$ cat config.mk
export PLATFORM = sky130hd
export DESIGN_NAME = intc_top
export DESIGN_NICKNAME = d
export VERILOG_FILES = /design/src/rtl/intc_pkg.sv /design/src/rtl/intc_regs.sv /design/src/rtl/intc_level_map.sv /design/src/rtl/intc_arbiter.sv /design/src/rtl/intc_top.sv
export SDC_FILE = /design/constraint.sdc
export NUM_CORES = 1
export LEC_CHECK = 0
export CORE_MARGIN = 1.5
export CORE_UTILIZATION = 50
export CTS_CLUSTER_DIAMETER = 80
export DETAILED_ROUTE_END_ITERATION = 16
export DONT_BUFFER_PORTS = 1
export GPL_TIMING_DRIVEN = 0
export PLACE_DENSITY = 0.75
export RECOVER_POWER = 25
export SYNTH_ARGS = -nofsm -noshare
export SYNTH_HDL_FRONTEND = slang
export SYNTH_SLANG_ARGS = --single-unit
$ cat constraint.sdc
create_clock -name clk -period 107.7 [get_ports clk]
set_clock_uncertainty 0.1 [all_clocks]
set_input_delay 5.385 -clock clk [delete_from_list [all_inputs] [get_ports clk]]
set_output_delay 5.385 -clock clk [all_outputs]
set_load 0.1 [all_outputs]
$ cat src/rtl/intc_pkg.sv
// Package: shared constants and the fixed source tables of the interrupt controller.
// Assumes 25 on-chip sources and 12 priority fields held in three 16-bit words.
package intc_pkg;
    localparam int NUM_SRC   = 25;
    localparam int LVL_W     = 4;
    localparam int CODE_W    = 12;
    localparam int PRIO_W    = 16;
    localparam int NUM_PRIO  = 3;
    localparam int FLD_PER_W = PRIO_W / LVL_W;
    localparam int BUS_W     = NUM_SRC;
    localparam int ADDR_W    = 3;
    localparam logic [LVL_W-1:0] EXT_IDLE = 4'hF;

    // Event code of on-chip source i (codes spaced 0x20 inside three runs)
    function automatic logic [CODE_W-1:0] src_code(input int i);
        int base;
        int off;
        if (i < 14) begin
            base = 'h400; off = i;
        end else if (i < 21) begin
            base = 'h600; off = i - 14;
        end else begin
            base = 'h700; off = i - 21;
        end
        return CODE_W'(base + 32 * off);
    endfunction

    // Priority field index (word*4 + nibble slot, slot 0 = top nibble) of source i
    function automatic int src_field(input int i);
        int f;
        if (i == 0)       f = 0;
        else if (i == 1)  f = 1;
        else if (i <= 3)  f = 2;
        else if (i <= 6)  f = 3;
        else if (i <= 10) f = 6;
        else if (i == 11) f = 4;
        else if (i <= 13) f = 5;
        else if (i == 14) f = 11;
        else if (i == 15) f = 8;
        else if (i <= 20) f = 9;
        else              f = 10;
        return f;
    endfunction
endpackage

$ cat src/rtl/intc_regs.sv
// Register file: priority words and the mask word with set and clear addresses.
// Assumes single-cycle writes; reads are a combinational mux on the address.
module intc_regs
    import intc_pkg::*;
(
    input  logic                       clk,
    input  logic                       rst_n,
    input  logic                       we,
    input  logic [ADDR_W-1:0]          addr,
    input  logic [BUS_W-1:0]           wdata,
    output logic [BUS_W-1:0]           rdata,
    output logic [NUM_PRIO*PRIO_W-1:0] prio_flat,
    output logic [NUM_SRC-1:0]         mask_q
);
    localparam logic [ADDR_W-1:0] A_MSET = ADDR_W'(NUM_PRIO);
    localparam logic [ADDR_W-1:0] A_MCLR = ADDR_W'(NUM_PRIO + 1);

    logic [PRIO_W-1:0] prio_q [NUM_PRIO];

    genvar g;
    generate
        for (g = 0; g < NUM_PRIO; g++) begin : g_prio
            // Hold one priority word, loaded by a write to its address
            always_ff @(posedge clk) begin
                if (!rst_n)
                    prio_q[g] <= '0;
                else if (we && addr == ADDR_W'(g))
                    prio_q[g] <= wdata[PRIO_W-1:0];
            end
            assign prio_flat[g*PRIO_W +: PRIO_W] = prio_q[g];
        end
    endgenerate

    // Mask word: OR on the set address, write-one-to-clear on the clear address
    always_ff @(posedge clk) begin
        if (!rst_n)
            mask_q <= '0;
        else if (we && addr == A_MSET)
            mask_q <= mask_q | wdata;
        else if (we && addr == A_MCLR)
            mask_q <= mask_q & ~wdata;
    end

    // Read mux over all register addresses
    always_comb begin
        rdata = '0;
        if (addr == A_MSET || addr == A_MCLR)
            rdata = mask_q;
        else
            for (int k = 0; k < NUM_PRIO; k++)
                if (addr == ADDR_W'(k))
                    rdata = BUS_W'(prio_q[k]);
    end
endmodule

$ cat src/rtl/intc_level_map.sv
// Level map: gives each on-chip source its effective level (0 when idle or masked).
// Assumes the field table in intc_pkg; all members of a group share one nibble.
module intc_level_map
    import intc_pkg::*;
(
    input  logic [NUM_SRC-1:0]         src_req,
    input  logic [NUM_SRC-1:0]         mask_q,
    input  logic [NUM_PRIO*PRIO_W-1:0] prio_flat,
    output logic [NUM_SRC*LVL_W-1:0]   src_lvl
);
    genvar g;
    generate
        for (g = 0; g < NUM_SRC; g++) begin : g_src
            localparam int FLD  = src_field(g);
            localparam int WRD  = FLD / FLD_PER_W;
            localparam int SLOT = FLD % FLD_PER_W;
            localparam int LSB  = WRD * PRIO_W + PRIO_W - LVL_W * (SLOT + 1);
            // Pass the group field only for a live, unmasked request
            assign src_lvl[g*LVL_W +: LVL_W] =
                (src_req[g] && !mask_q[g]) ? prio_flat[LSB +: LVL_W] : '0;
        end
    endgenerate
endmodule

$ cat src/rtl/intc_arbiter.sv
// Arbiter: picks the highest level, lowest event code among all requests.
// Assumes candidates are scanned in ascending code order (external first).
module intc_arbiter
    import intc_pkg::*;
(
    input  logic [NUM_SRC*LVL_W-1:0] src_lvl,
    input  logic [LVL_W-1:0]         ext_lvl,
    output logic                     win_valid,
    output logic [CODE_W-1:0]        win_code,
    output logic [LVL_W-1:0]         win_lvl
);
    // Linear scan; a later candidate replaces the best only if strictly higher
    always_comb begin
        if (ext_lvl != EXT_IDLE) begin
            win_lvl  = EXT_IDLE - ext_lvl;
            win_code = CODE_W'('h200) + {3'b000, ext_lvl, 5'b00000};
        end else begin
            win_lvl  = '0;
            win_code = '0;
        end
        for (int i = 0; i < NUM_SRC; i++) begin
            if (src_lvl[i*LVL_W +: LVL_W] > win_lvl) begin
                win_lvl  = src_lvl[i*LVL_W +: LVL_W];
                win_code = src_code(i);
            end
        end
        win_valid = (win_lvl != '0);
    end
endmodule

$ cat src/rtl/intc_top.sv
// Top: prioritised vectored interrupt controller with registered CPU outputs.
// Assumes synchronous active-low reset; request inputs are already synchronous.
module intc_top
    import intc_pkg::*;
(
    input  logic                clk,
    input  logic                rst_n,
    input  logic [NUM_SRC-1:0]  src_req_i,
    input  logic [LVL_W-1:0]    ext_lvl_i,
    input  logic                bus_we_i,
    input  logic [ADDR_W-1:0]   bus_addr_i,
    input  logic [BUS_W-1:0]    bus_wdata_i,
    output logic [BUS_W-1:0]    bus_rdata_o,
    output logic                irq_o,
    output logic [CODE_W-1:0]   irq_code_o,
    output logic [LVL_W-1:0]    irq_level_o
);
    logic [NUM_PRIO*PRIO_W-1:0] prio_flat;
    logic [NUM_SRC-1:0]         mask_q;
    logic [NUM_SRC*LVL_W-1:0]   src_lvl;
    logic                       win_valid;
    logic [CODE_W-1:0]          win_code;
    logic [LVL_W-1:0]           win_lvl;

    intc_regs u_regs (
        .clk       (clk),
        .rst_n     (rst_n),
        .we        (bus_we_i),
        .addr      (bus_addr_i),
        .wdata     (bus_wdata_i),
        .rdata     (bus_rdata_o),
        .prio_flat (prio_flat),
        .mask_q    (mask_q)
    );

    intc_level_map u_map (
        .src_req   (src_req_i),
        .mask_q    (mask_q),
        .prio_flat (prio_flat),
        .src_lvl   (src_lvl)
    );

    intc_arbiter u_arb (
        .src_lvl   (src_lvl),
        .ext_lvl   (ext_lvl_i),
        .win_valid (win_valid),
        .win_code  (win_code),
        .win_lvl   (win_lvl)
    );

    // Register the winner toward the CPU; code and level are zero when idle
    always_ff @(posedge clk) begin
        if (!rst_n) begin
            irq_o       <= 1'b0;
            irq_code_o  <= '0;
            irq_level_o <= '0;
        end else begin
            irq_o       <= win_valid;
            irq_code_o  <= win_valid ? win_code : '0;
            irq_level_o <= win_valid ? win_lvl  : '0;
        end
    end
endmodule

* Word level (Yosys, flattened, before mapping) *
Memories as Yosys holds them, arrays and structs flattened.
Index checks and enable logic that the tools add are counted.

word-level totals
  register bits = 42
  bits in writable memories = 48
  output and inout bits = 42
  word-level logic and storage cells = 274
  memories = 1

memory list
  name           words  width  read ports  clocked after Yosys merged registers in  write ports  line             RTL
  u_regs.prio_q  3      16     3           0                                        3            intc_regs.sv:18  logic [PRIO_W-1:0] prio_q [NUM_PRIO];

cells by class
  add/subtract/negate cells = 27
  order comparisons = 25
  equality and inequality tests = 5
  mux-type cells = 146
  bitwise operators = 6
  reduce and logical (&&, ||, !) cells = 60

operator list
  kind                   number
  $mux 12                51
  $add 12x12->12         25
  $mux 4                 51
  $mux 7                 25
  $gt 4x4->1             25
  $mux 16                6
  $mux 25                3
  $logic_and 1x1->1      30
  $and 25x25->25         1
  $logic_not 1->1        25
  $not 25->25            1
  $or 25x25->25          1
  $add 10x9->11 const A  1
  $mux 1                 10
  $eq 3x2->1 const B     2
  $ne 4x4->1 const B     1
  $reduce_bool 4->1      1
  $sub 4x4->4 const A    1
  $eq 3x1->1 const B     1
  $eq 3x3->1 const B     1
  $logic_not 3->1        1
  $or 1x1->1             3
  $reduce_and 2->1       1
  $reduce_bool 2->1      1
  $logic_or 1x1->1       1

* Depth between registers and ports, before layout *
Gate-level depths: netlist of the first run.

  depth after elaboration = 55
  gate-level depth with buffers = 207
  mapped depth without buffers = 203

* Hierarchy *
From an unflattened synthesis of the first run, not the netlist that was laid out.

second synthesis, totals
  cells, all modules = 1295
  area total of the unflattened synthesis = 10909.2 µm²

modules (own cells, without submodules)
  module          times used  cells an instance  area an instance (µm²)  sequential area each (µm²)
  intc_arbiter    1           878                5939.4                  0.0
  intc_regs       1           281                3618.5                  1941.9
  intc_level_map  1           100                875.8                   0.0
  intc_top        1           36                 475.5                   340.3

* Worst setup path before layout of the first run *
Ideal clock, no wire load.

  path type = input to register
  start point = input port src_req_i[0]
  end point = register irq_code_o[7]
  setup time = 0.128 ns
  arrival time = 41.364 ns
  required time = 107.472 ns
  path slack = 66.107 ns
  stages on the path = 194
  buffers on the path = 3
  path through = nor2b_2 -> and2_1 -> ha_1 -> nor2b_4 -> o211ai_2 -> a21boi_0 -> a21oi_1 -> ha_1 -> a211o_1 -> o21ai_0 -> maj3_1 -> a21oi_1 -> a41oi_1 -> mux2_2 -> ha_1 -> and3_1 -> mux2i_1 -> nor3_1 -> [158 not listed] -> inv_1 -> ha_1 -> a21oi_1 -> and2_1 -> a311o_1 -> nand2_1 -> nor2_1 -> a21oi_1 -> ha_1 -> o21ai_0 -> nand2b_1 -> a21oi_1 -> a41o_1 -> clkbuf_1 -> nor2_1 -> a311o_1 -> o31ai_4 -> nor2_1

between the ends
  word-level cells in the longest chain between the ends = 54
  elaborated cells on any way between the ends = 79

RTL lines
  what                        line                  RTL
  from (decl)                 intc_top.sv:8         input logic [NUM_SRC-1:0] src_req_i,
  $logic_and 1x1->1 *         intc_level_map.sv:20  (src_req[g] && !mask_q[g]) ? prio_flat[LSB +: LVL_W] : '0;
  $mux 4 *                    intc_level_map.sv:20
  $gt 4x4->1                  intc_arbiter.sv:22    if (src_lvl[i*LVL_W +: LVL_W] > win_lvl) begin
  $mux 4                      intc_arbiter.sv:22
  $gt 4x4->1                  intc_arbiter.sv:22
  $mux 4                      intc_arbiter.sv:22
  $gt 4x4->1                  intc_arbiter.sv:22
  $mux 4                      intc_arbiter.sv:22
  [38 not listed]             n/a
  $gt 4x4->1                  intc_arbiter.sv:22
  $mux 4                      intc_arbiter.sv:22
  $gt 4x4->1                  intc_arbiter.sv:22
  $mux 4                      intc_arbiter.sv:22
  $gt 4x4->1                  intc_arbiter.sv:22
  $mux 4                      intc_arbiter.sv:22
  $reduce_bool 4->1           intc_arbiter.sv:27    win_valid = (win_lvl != '0);
  $reduce_and 2->1 (no line)  n/a
  to (signal assigned)        intc_top.sv:59        irq_code_o <= win_valid ? win_code : '0;
  to (decl)                   intc_top.sv:15        output logic [CODE_W-1:0] irq_code_o,

Every way passes the cells marked *; elsewhere a longest branch is shown, timed or not.
A chain may end at the register's enable or synchronous reset.

* Worst setup path in the final report of the first run *
  start point = input port src_req_i[0]
  end point = register irq_code_o[10]

The elaborated chain is that of the path after synthesis.

==> results of run 1 <==
[area by class of cell]
type,instances,area [um^2]
diodes,1,2.50
plain buffers,45,201
clock buffers,11,243
clock inverters,5,60.1
fillers,1945,9230
inverters,45,169
multi-input cells,1229,7900
flip-flops and latches,84,2160
well taps,270,338
[routing by layer]
layer,vias to the layer above,track usage (%)
li1,5217,-
met1,4976,37.6
met2,484,45.2
met3,56,3.45
met4,0,10.1
met5,-,0
[critical path: cells and delay by family]
family                     cells  cell delay, ps
muxes                          8            2250
AOI/OAI and AO/OA             86           20340
buffers and inverters          7            1020
and+or+nand+nor               56            9090
adders and majority gates     30            9980
[kinds of logic (layout without fill, tap and decap cells)]
family          Yosys count  count (layout)  share of synthesized area (%)
xor+xnor                 16              16                           1.35
buf+inv                  90             106                           3.58
fa+ha+maj                62              62                           7.33
flops                    84              84                           20.9
simple gates            670             670                           31.9
compound gates          435             435                           30.8
other cells               1               7                         0.0362
mux                      40              40                           4.15
[through the flow]
stage	hold slack [ps]	instances	area, um^2
after floorplan	379	1403	10400
after global placement	395	1673	10700
after detailed placement	409	1673	10800
after CTS	425	1689	11100
after global routing	454	1689	11100
final	429	1690	11100
[Yosys cell counts (all sizes together), types with 14 or more instances]
cell type  instances  area (um^2)
nand3             31          155
nand2            205          772
nor2b             35          229
ha                55          688
a31oi             24          156
and3              24          160
a21o              15          113
inv               45          169
a21oi             94          489
a211oi            15          140
o211a             14          140
clkbuf            35          133
nor2             164          621
o211ai            25          203
nor3              25          130
o21ai             84          424
and2             116          726
dfxtp             36          721
a22oi             32          245
mux2i             29          290
or2               16          100
edfxtp            48         1440
[final timing paths]
path / from / end / slack, ps / depth (start not counted)
worst max register to register: flip-flop / irq_code_o[10]$_SDFF_PN0_ / 64400 / 187
worst min register to register: flip-flop / flip-flop / 430 / 2
worst max-delay path: src_req_i[0] / irq_code_o[10]$_SDFF_PN0_ / 59710 / 187
worst min-delay path: flip-flop / flip-flop / 430 / 2
==> impl_metrics.toml, run 1 <==
[run_status]
outcome = "complete, no violations"

[critical_path]
cp-start-kind = "input port"
crit_path_max_incr_delay_ps = 870
crit_fanout = 10
end_kind = "flip-flop"
worstPathRequired_ps = 107800
crit_top_cell = "ha_1"
critical_path_class = "in2reg"
crit_arrival_ps = 48090
slowest_stage = "o41ai_1"

[logic_synthesis]
yosys_most_used_dff = "edfxtp_1"
yosys_register_bits = 84
synthArstFlopShare_pct = 0
synth_enable_flop_cells = 48
synth_seq_area_share_pct = 20.9
synth_area_um2 = 10300
avgSynthCellArea_um2 = 7.40
synthCells = 1398
synth_cell_types = 116
yosysWarnings = 0

[cts]
clk_latency_ps = 350
cts_made_buffers = 9
ctsResizeCount = 0
clock-sinks = 84
clkTransAtPathRegs_ps = 70
cts_tree = "yes"
htreeDepth = 3
clock_path_buffers = 2
post_cts.repair.setup_buffers = 0
cts_root_buf = "clkbuf_16"
cts_hold_buffers = 0

[detailed_routing]
vias_per_cell = 6.35
final_antenna_net_count = 0
met3_length_mm = 2.84
routedWlPerCell_um = 18.2
wl_met1_mm = 13.1
met2WireLength_mm = 13.8
dr.first_iter.drc_count = 928
drt-total-wl_mm = 30.7
drc = 0
top_layer = "met4"
dr.pass1.iters = 6
dr_total_vias = 10733

[global_routing]
grt_pass1_wl_mm = 48.5
grt_overflow_total = 0
grt_pass1_vias = 9736
grt_util_all_layers_pct = 27.7
grt_start_max_net_pins = 17
grt_antenna_before_repair = 0

[place]
hpwl_mm = 24.6
port_buffers = 0
post-place-ws_ps = 60270
gp_congestion = 0.932

[layout]
layout_commonest_cell = "nand2_1"
fin_nets = 1529
final_util_pct = 54.5
drive_gt1_share_pct = 8.25
final_cell_mix = "nand2_1 (204), nor2_1 (162), and2_1 (103)"
syn_to_final_growth_pct = 6.98

[floorplanning]
core-area_um2 = 20300
fp.dieH_um = 147
die_x_um = 147
num_io_pins = 102
initial_utilization_pct = 51.0
rows = 52
dieArea_um2 = 21600

[timing]
fin_crit_ps = 47990
worstMarginPinSlew_ps = 1200
finalCritPeriodShare_pct = 44.6
fin_tns_setup_ps = 0
timing.fmax_mhz = 20.8
final.setup.worst_slack_ps = 59710
finalSetupViolations = 0
slew_headroom_pct = 20.1
slew_viol_final = 0
hold_viol_final = 0
grt_setup_unrepaired = "false"

[job]
cap_viol_max_count = 0

[hold_path]
hold_path.class = "reg2reg"
Power of run 1 is not shown: default switching activity piles up to over one toggle a cycle in this logic, so the estimate is an artifact.
==> inputs of run 2 (changes only) <==
Settings changed: PLACE_DENSITY 0.75 to 0.78.
Clock period 107.7 ns to 39.7 ns, I/O delays scaled along.
==> run 2 against run 1 <==
Net effect:
- global-route usage increased by 1.7 points
- non-clock buffer count grew 58
- first-iteration DRC count rose by 27%
- die area is the same
- critical path depth grew 6
- routed wire length grew 12%
- cell area up 12%
- core utilization grew 6.5 points
- worst setup slack worse by 58000 ps
==> impl_metrics.toml, run 2 (synthesis gave the netlist of run 1 again) <==
[floorplanning]
fp.dieH_um = 147
initial_utilization_pct = 51.0
rows = 52
die_x_um = 147
dieArea_um2 = 21600
num_io_pins = 102
core-area_um2 = 20300

[layout]
syn_to_final_growth_pct = 19.7
area.sequential_um2 = 2160
nFillCells = 1756
drive_gt1_share_pct = 19.8
layout_commonest_cell = "nand2_1"
final_cell_mix = "nand2_1 (197), nor2_1 (152), and2_1 (98)"
design_area_um2 = 12400
fin_nets = 1587
multi_input_area_um2 = 8760

[timing]
slew_headroom_pct = 21.0
finalSetupViolations = 0
fin_crit_ps = 38390
slew_viol_final = 0
timing.fmax_mhz = 26.0
worstMarginPinSlew_ps = 1180
fin_tns_setup_ps = 0
hold_viol_final = 0
final.setup.worst_slack_ps = 1310
hold_ws_ps = 420
finalCritPeriodShare_pct = 96.7

[place]
placed_area_um2 = 10800
gp_congestion = 0.951
post-place-ws_ps = -4080
port_buffers = 0
hpwl_mm = 25.2

[cts]
cts_root_buf = "clkbuf_16"
clock-sinks = 84
cts_tree = "yes"
clkTransAtPathRegs_ps = 60
cts_hold_buffers = 0
cts_made_buffers = 9
htreeDepth = 3
clk_latency_ps = 350
clock_path_buffers = 2

[detailed_routing]
drt-total-wl_mm = 34.5
dr_total_vias = 11422
dr.pass1.iters = 6
vias_per_cell = 6.52
drc = 0
routedWlPerCell_um = 19.7
dr.first_iter.drc_count = 1176
final_antenna_net_count = 0

[critical_path]
crit_fanout = 10
crit_top_cell = "ha_4"
critical_path_class = "in2reg"
slowest_stage = "or4_4"
cp-start-kind = "input port"
end_kind = "flip-flop"
crit_arrival_ps = 38560
worstPathRequired_ps = 39870
crit_path_max_incr_delay_ps = 540

[global_routing]
grt_overflow_total = 0
grt_start_max_net_pins = 17
grt_pass1_vias = 10217
grt_antenna_before_repair = 3
grt_util_all_layers_pct = 29.4
grt_pass1_wl_mm = 51.4

[job]
cap_viol_max_count = 0

[run_status]
outcome = "complete, no violations"

[hold_path]
hold_path.class = "reg2reg"
==> run 2: changes by cell type in the layout (fill, tap and decap cells not counted), moves of 8 or more <==
| cell | delta |
|---|---|
| ha_2 | +8 |
| nor2_1 | -10 |
| o21ai_2 | +8 |
| a21oi_1 | -24 |
| a21oi_2 | +18 |
| o21ai_0 | -13 |
| buf_4 | +59 |
| ha_4 | +18 |
| ha_1 | -26 |
==> run 2: layout make-up <==
class	instances	area share (%)
Tap cell	270	2.73
Multi-Input combinational cell	1229	70.7
Timing Repair Buffer	60	3.74
Clock inverter	5	0.313
Sequential cell	84	17.4
Buffer	43	1.57
Inverter	45	1.36
Clock buffer	11	2.05
Antenna cell	6	0.121
==> run 2: what timing repair did <==
| action | 4_1_cts | 5_1_grt |
|---|---|---|
| pin swaps | 14 | 70 |
| setup buffers | 16 | 44 |
| setup endpoints to repair | 11 | 11 |
| gates resized for setup | 36 | 137 |
==> run 2: metrics by stage <==
stage                     utilization [%]  cells
final                                61.0   1753
after global routing                 61.0   1749
after CTS                            56.0   1704
after detailed placement             53.0   1673
after global placement               52.7   1673
after floorplan                         -   1403
==> run 2: final timing paths <==
check	to	slack (ps)	cells past startpoint	from
max	irq_code_o[6]$_SDFF_PN0_	1310	193	src_req_i[0]
min	flip-flop	420	2	flip-flop
max reg2reg	irq_code_o[6]$_SDFF_PN0_	2530	193	flip-flop
min reg2reg	flip-flop	420	2	flip-flop
==> run 2: routing by layer <==
layer	up-vias	track usage (%)	part of all wire, %
met1	5350	39.4	41
li1	5351	-	-
met4	0	11.4	4.3
met5	-	0	0
met3	110	4.25	8.9
met2	611	47.7	45
==> run 2: critical path, delay by kind of cell <==
kind	cells	cell delay, ps
adders and majority gates	32	9410
AOI/OAI and AO/OA	91	15950
buffers and inverters	5	630
muxes	7	1720
and+or+nand+nor	58	8800
Power of run 2 is left out for the same reason.
==> inputs of run 3 (changes only) <==
--- a/config.mk
+++ b/config.mk
@@ -6,4 +6,5 @@
 export NUM_CORES = 1
 export LEC_CHECK = 0
+export CAP_MARGIN = 20
 export CORE_MARGIN = 1.5
 export CORE_UTILIZATION = 50
==> constraint.sdc (replaced) <==
create_clock -name clk -period 39.7 [get_ports clk]
set_clock_uncertainty 0.1 [all_clocks]
set_input_delay 7.94 -clock clk [delete_from_list [all_inputs] [get_ports clk]]
set_output_delay 7.94 -clock clk [all_outputs]
set_load 0.1 [all_outputs]
==> run 3 against run 2 <==
Net effect:
- the flow now finishes with violations (setup timing)
- routed wire length grew 22%
- global-route usage grew 3.9 points
- core utilization is 10 points higher
- sequential cell count did not move
- register-to-register slack improved by 1900 ps
- count of clock-buffer cells in the layout did not move
- worst setup slack lost 4100 ps
- critical path depth increased by 3
- cell area increased by 16%
- hold slack better by 2.2 ps
- sequential share of layout area shrank 2.5 points
- critical path type unchanged
==> impl_metrics.toml, run 3 (synthesis gave the netlist of run 1 again) <==
[cts]
clock_path_buffers = 2
clkTransAtPathRegs_ps = 60
cts_made_buffers = 9
clock-sinks = 84
cts_root_buf = "clkbuf_16"
clk_latency_ps = 350
cts_hold_buffers = 0
cts_tree = "yes"
htreeDepth = 3

[layout]
layout_commonest_cell = "buf_4"
syn_to_final_growth_pct = 39.5
final_util_pct = 71.1
drive_gt1_share_pct = 34.5
fin_nets = 1731
final_cell_mix = "buf_4 (204), nand2_1 (188), nor2_1 (132)"
fin_cells = 1900

[timing]
slew_headroom_pct = 20.2
fin_crit_ps = 42500
slew_viol_final = 0
hold_viol_final = 0
timing.fmax_mhz = 23.5
finalSetupViolations = 11
grt_setup_unrepaired = "true"
worstMarginPinSlew_ps = 1200
final.setup.worst_slack_ps = -2800
hold_ws_ps = 422
finalCritPeriodShare_pct = 107

[detailed_routing]
drt-total-wl_mm = 41.9
dr_total_vias = 12839
routedWlPerCell_um = 22.1
vias_per_cell = 6.76
final_antenna_net_count = 0
dr.pass1.iters = 6
dr.first_iter.drc_count = 1369
drc = 0

[global_routing]
grt_pass1_wl_mm = 58.4
grt_pass1_vias = 11609
grt_start_max_net_pins = 17
grt_antenna_before_repair = 6
grt_overflow_total = 0
grt_util_all_layers_pct = 33.3

[floorplanning]
num_io_pins = 102
core-area_um2 = 20300
initial_utilization_pct = 51.0
die_x_um = 147
rows = 52
dieArea_um2 = 21600
fp.dieH_um = 147

[run_status]
outcome = "complete, but fails checks"
violations = "setup timing"

[critical_path]
crit_path_max_incr_delay_ps = 570
end_kind = "flip-flop"
worstPathRequired_ps = 39800
crit_arrival_ps = 42600
slowest_stage = "or4_4"
crit_top_cell = "ha_4"
cp-start-kind = "input port"
crit_fanout = 8
critical_path_class = "in2reg"

[place]
gp_congestion = 0.920
port_buffers = 0
hpwl_mm = 25.5
dp_cells = 1673
post-place-ws_ps = -5910

[job]
cap_viol_max_count = 0

[hold_path]
hold_path.class = "reg2reg"
[run 3: cell types whose count changed in the layout (fill, tap and decap cells not counted), moves of 8 or more]
| cell | previous run | this run |
|---|---|---|
| nand3_1 | 30 | 20 |
| buf_4 | 65 | 204 |
| nor2_2 | 8 | 16 |
| and2_1 | 98 | 90 |
| a21oi_4 | 6 | 14 |
| nand2_1 | 197 | 188 |
| o21ai_4 | 1 | 9 |
| o21ai_0 | 43 | 31 |
| nand3_2 | 0 | 9 |
| nor2_4 | 4 | 16 |
| ha_1 | 29 | 17 |
| a21oi_1 | 65 | 54 |
| ha_4 | 18 | 33 |
| nor2_1 | 152 | 132 |
[run 3: routing by layer]
| metal | global-route usage [%] | part of all wire (%) |
|---|---|---|
| met3 | 7.11 | 11 |
| met2 | 55.4 | 47 |
| met1 | 40.3 | 36 |
| met5 | 0 | 0 |
| met4 | 17.5 | 6.8 |
[run 3: final cells by class]
type | count | area, um^2
inverters | 45 | 171
fillers | 1380 | 5870
clock inverters | 5 | 43.8
diodes | 9 | 22.5
plain buffers | 43 | 205
well taps | 270 | 338
repair buffers | 204 | 1560
multi-input cells | 1229 | 9690
flip-flops and latches | 84 | 2160
clock buffers | 11 | 243
[run 3: worst max-delay path: cells and delay by family]
| family | cells | cell delay (ps) |
|---|---|---|
| compound gates | 88 | 15620 |
| buf+inv | 12 | 1600 |
| fa+ha+maj | 29 | 7720 |
| mux | 9 | 1880 |
| simple gates | 58 | 7680 |
[run 3: final timing paths]
path / start / end / slack (ps) / depth (start not counted)
worst max-delay path: src_req_i[0] / irq_code_o[10]$_SDFF_PN0_ / -2800 / 196
worst min-delay path: flip-flop / flip-flop / 420 / 2
worst max register to register: flip-flop / irq_code_o[10]$_SDFF_PN0_ / 4440 / 196
worst min register to register: flip-flop / flip-flop / 420 / 2
[run 3: metrics by stage]
stage | setup TNS [ps] | instance area, um^2
after floorplan | -13550 | 10900
after global placement | -55200 | 11200
after detailed placement | -62410 | 11300
after CTS | -15000 | 13300
after global routing | -43930 | 14400
final | -28580 | 14400
[run 3: what timing repair did]
item	in CTS	in global routing
endpoints found under the setup margin	11	11
setup buffers	137	67
pin swaps	137	156
gates resized for setup	148	109
Power of run 3 is left out for the same reason.
